[config.mk]
export PLATFORM = sky130hd
export DESIGN_NAME = tbase_event_unit
export DESIGN_NICKNAME = d
export VERILOG_FILES = /design/src/rtl/tbase_event_unit.sv
export SDC_FILE = /design/constraint.sdc
export NUM_CORES = 1
export LEC_CHECK = 0
export BUFFER_PORTS_ARGS = -buffer_cell sky130_fd_sc_hd__buf_4
export CAP_MARGIN = 25
export CORE_MARGIN = 4
export CORE_UTILIZATION = 44
export CTS_CLUSTER_DIAMETER = 40
export DETAILED_ROUTE_END_ITERATION = 16
export PLACE_DENSITY = 0.76
export SLEW_MARGIN = 20
export SYNTH_ARGS = -nofsm -noshare
export SYNTH_HDL_FRONTEND = slang
export SYNTH_SLANG_ARGS = --single-unit
[constraint.sdc]
create_clock -name clk -period 2.2 [get_ports clk]
set_input_delay 0.66 -clock clk [delete_from_list [all_inputs] [get_ports clk]]
set_output_delay 0.66 -clock clk [all_outputs]
set_load 0.05 [all_outputs]
[src/rtl/tbase_event_unit.sv]
module tbase_event_unit #(
  parameter bit EXTENDED = 1'b1
) (
  input  logic        clk,
  input  logic        rst_n,
  input  logic [63:0] tbase,
  input  logic        ctl_we,
  input  logic [31:0] ctl_wdata,
  input  logic        sts_we,
  input  logic [31:0] sts_wdata,
  output logic [31:0] ctl_q,
  output logic [31:0] sts_q,
  output logic        fit_irq,
  output logic        wdt_irq,
  output logic        rst_req
);
  localparam logic [31:0] STS_MASK = 32'hF400_0000;
  localparam logic [5:0]  TOP_BIT  = 6'd63;

  logic [31:0] ctl, sts, sts_d, set_m;
  logic [63:0] tb_prev;
  logic        primed;

  wire [3:0] fit_ext  = EXTENDED ? ctl[16:13] : 4'd0;
  wire [3:0] wdt_ext  = EXTENDED ? ctl[20:17] : 4'd0;
  wire [5:0] fit_idx  = TOP_BIT - {fit_ext, ctl[25:24]};
  wire [5:0] wdt_idx  = TOP_BIT - {wdt_ext, ctl[31:30]};

  wire fit_evt = primed && !tb_prev[fit_idx] && tbase[fit_idx];
  wire wdt_evt = primed && !tb_prev[wdt_idx] && tbase[wdt_idx];

  wire wdt_last = wdt_evt && sts[31] && sts[30] && (ctl[29:28] != 2'd0);
  wire [31:0] clr = sts_we ? sts_wdata : 32'd0;

  always_comb begin
    set_m     = 32'd0;
    set_m[26] = fit_evt;
    set_m[31] = wdt_evt && !sts[31];
    set_m[30] = wdt_evt && sts[31] && !sts[30];
    sts_d     = ((sts & ~clr) | set_m) & STS_MASK;
    if (wdt_last) sts_d[29:28] = ctl[29:28];
  end

  always_ff @(posedge clk) begin
    if (!rst_n) begin
      ctl     <= '0;
      sts     <= '0;
      tb_prev <= '0;
      primed  <= 1'b0;
      rst_req <= 1'b0;
    end else begin
      if (ctl_we) ctl <= ctl_wdata;
      sts     <= sts_d;
      tb_prev <= tbase;
      primed  <= 1'b1;
      rst_req <= wdt_last;
    end
  end

  assign ctl_q   = ctl;
  assign sts_q   = sts;
  assign fit_irq = sts[26] && ctl[23];
  assign wdt_irq = sts[30] && ctl[27];
endmodule


==> impl_metrics.csv <==
group,metric,value,unit
setup_path,crit_type,"reg -> reg",
cts,clock_latency,0.34,ns
setup_path,r2r-start,"ctl_q[31]$_SDFFE_PN0P_",
floorplan,rows,38,
yosys,synth_seq_cells,103,
placement,dp_hpwl,10200,um
grt,overflow,0,
cts,htreeDepth,3,
detailed_routing,drc,0,
yosys,synth_area,5030,um2
detailed_routing,drt_iter0_markers,393,
yosys,yosysWarnings,0,
timing,timing.fmax,0.482,GHz
yosys,synth_flop_cell,"dfxtp_1",
cts,cts_buffer_depth,2,
timing,rsz0062_at_grt,"false",
pwr,power_leakage,2.86,nW
floorplan,initial_core_util,45.6,%
timing,skew,0.00563,ns
grt,grt_pass1_vias,4106,
setup_path,critPathLaunchType,"flop",
pwr,p_per_area,691,nW/um2
timing,period_needed,2.08,ns
detailed_routing,via_per_inst,5.22,
floorplan,dieArea,13200,um2
cells_and_area,ff_latch_area,2070,um2
timing,setup-tns-final,0,ns
setup_path,end_kind,"flop",
cells_and_area,drive_gt1_share,32.3,%
timing,report.final.slew_viol_count,0,
yosys,synth_edf_count,0,
detailed_routing,ant_nets,0,
grt,grt_first_pass_wirelength,21100,um
grt,grtUsageTotal,20.2,%
timing,finalCritPeriodShare,94.4,%
yosys,syn_inst,510,
timing,setup_ws,0.124,ns
cells_and_area,fillCellCount,989,
worst_hold_path,holdCritPathClass,"reg -> reg",
grt,antenna_found_initial,0,
timing,max_slew_margin,64.1,%
cells_and_area,area_growth,30.3,%
pwr,design_power_total,4.53,mW
setup_path,crit_required,2.44,ns
placement,gp_congestion,0.887,
floorplan,core,11000,um2
yosys,ys_types,50,
cts,cts_tree,"built",
grt,grt_max_degree,60,
pwr,ir_drop,0.349,mV
cts,root_buffer,"clkbuf_16",
cells_and_area,nets,787,
placement,dpl_worst_slack,-0.200,ns
timing,tightestPinTransition,0.538,ns
placement,place_area,6220,um2
setup_path,critPathLaunch,"ctl_q[31]$_SDFFE_PN0P_",
setup_path,arrival,2.31,ns
timing,final_hold_viol_count,0,
detailed_routing,post_drt_wl_per_cell,16.7,um
floorplan,num_io_pins,199,
cts,cts_sinks,103,
yosys,synth_area_per_cell,9.86,um2
detailed_routing,drt_first_pass_iters,5,
floorplan,die_h,115,um
cells_and_area,design_area,6550,um2
worst_hold_path,min_from,"sts_q[29]$_SDFF_PN0_",
yosys,ys_seq_area_share,41.0,%
yosys,async_reset_ff_share,0,%
detailed_routing,vias,4178,
cts,cts_buffers,9,
timing,setup_viol,0,
run,drv_cap,0,
detailed_routing,wl,13400,um
setup_path,cp_max_fo,11,
status,outcome,"finished, final reports clean",
cts,clk_pin_slew,0.07,ns
cells_and_area,multi_input_area,2650,um2
placement,port_buffers,144,
cells_and_area,diodes,0,
floorplan,die_w,115,um
## critical path: stages, from the launching register on
cell and delay, ns:
dfxtp_4 0.39, inv_4 0.15, mux4_2 0.55, o2111ai_1 0.24, nand4_1 0.16, a31o_2 0.30, and2_1 0.17
## state kept, by name, summed over array words and instances (netlist names)
name and cells:
primed 1, ctl_q 32, sts_q 5, tb_prev 64, rst_req 1
## cells by family after synthesis
family	synth area share [%]
mux	15.1
buf+inv	8.31
other cells	0.0746
flops	41.0
compound gates	7.79
simple gates	27.7
## cells in the final DEF (no fill, tap or decap), types with 3 or more instances in the layout
master      count
a311oi_1        3
nand2_1        14
nor4bb_1        3
nor2_1          6
nand2b_1       18
nor3_1          4
inv_1          12
and2_1         69
a21oi_1         5
buf_12          3
clkbuf_16       9
buf_4         164
clkinvlp_4      4
nor4b_1         3
nand3b_1        9
a211oi_1        6
nand3_1         8
a31oi_1         5
nor3b_1        11
nand4b_1        3
o311ai_0        4
nor2b_1        58
a311o_1         4
and3b_1         4
nand4_1         3
conb_1         27
o211ai_1        8
dfxtp_1        97
mux4_2         16
dfxtp_2         4
o21ai_0         5
mux2i_1        40
## cell type report
cell class	count	area share [%]
Clock buffer	9	3.44
Tap cell	140	2.67
Timing Repair Buffer	168	19.9
Inverter	16	1.01
Sequential cell	103	31.7
Clock inverter	7	0.859
Multi-Input combinational cell	357	40.5
## per-layer routing
layer | share of wire (%) | track usage, % | vias to the layer above
li1 | - | - | 2012
met5 | 0 | 0 | -
met2 | 47 | 33.0 | 197
met1 | 42 | 26.9 | 1948
met3 | 8.6 | 3.47 | 21
met4 | 2.0 | 7.51 | 0
## power by group
group | switching, mW | leakage [nW] | total, mW | internal [mW]
registers | 0.0707 | 0.858 | 2.04 | 1.97
clock network | 0.743 | 0.130 | 1.52 | 0.782
logic | 0.541 | 1.87 | 0.966 | 0.425
## what timing repair did
item,in CTS,in global routing
hold buffers,0,0
resized for setup,1,6
endpoints found under the setup margin,1,4
setup buffers,0,3
## final timing paths
check                              end  slack (ns)  cells after the start
setup / recovery    rst_req$_SDFF_PN0_        0.12                      6
hold / removal    sts_q[29]$_SDFF_PN0_        0.48                      2
setup reg to reg    rst_req$_SDFF_PN0_        0.12                      6
hold reg to reg   sts_q[29]$_SDFF_PN0_        0.48                      2
## metrics by stage
stage	utilization, %	hold slack (ns)	instances
2_1_floorplan	-	0.688	536
3_3_place_gp	56.4	0.468	781
3_5_place_dp	56.4	0.484	781
4_1_cts	58.9	0.494	797
5_1_grt	59.4	0.525	800
6_report	59.4	0.485	800
## cell usage after synthesis, types with 2 or more instances
| cell | count | area [um2] |
|---|---|---|
| and3b_1 | 4 | 35.0 |
| nand3_1 | 8 | 40.0 |
| nor3_1 | 4 | 20.0 |
| mux2i_1 | 40 | 400 |
| a21oi_1 | 5 | 25.0 |
| nand2_1 | 14 | 52.6 |
| nor4bb_1 | 3 | 30.0 |
| buf_4 | 29 | 218 |
| buf_2 | 5 | 25.0 |
| a31oi_1 | 5 | 31.3 |
| or3_1 | 2 | 12.5 |
| and2_1 | 69 | 432 |
| nor2b_1 | 58 | 363 |
| buf_6 | 2 | 22.5 |
| inv_2 | 2 | 7.51 |
| nand4_1 | 3 | 18.8 |
| clkbuf_1 | 20 | 75.1 |
| dfxtp_1 | 103 | 2060 |
| a2111oi_0 | 2 | 17.5 |
| nand2b_1 | 18 | 113 |
| o311ai_0 | 5 | 43.8 |
| nand3b_1 | 9 | 67.6 |
| a211oi_1 | 6 | 45.0 |
| o2111ai_1 | 2 | 17.5 |
| o21ai_0 | 5 | 25.0 |
| a311o_1 | 4 | 40.0 |
| a311oi_1 | 3 | 26.3 |
| mux4_2 | 16 | 360 |
| nand4b_1 | 3 | 26.3 |
| buf_1 | 4 | 15.0 |
| inv_1 | 12 | 45.0 |
| or4_1 | 2 | 15.0 |
| o211ai_1 | 8 | 60.1 |
| nor4b_1 | 4 | 35.0 |
| nor3b_1 | 11 | 82.6 |
| nor2_1 | 6 | 22.5 |
No activity file was read; power rests on OpenSTA's default activity.
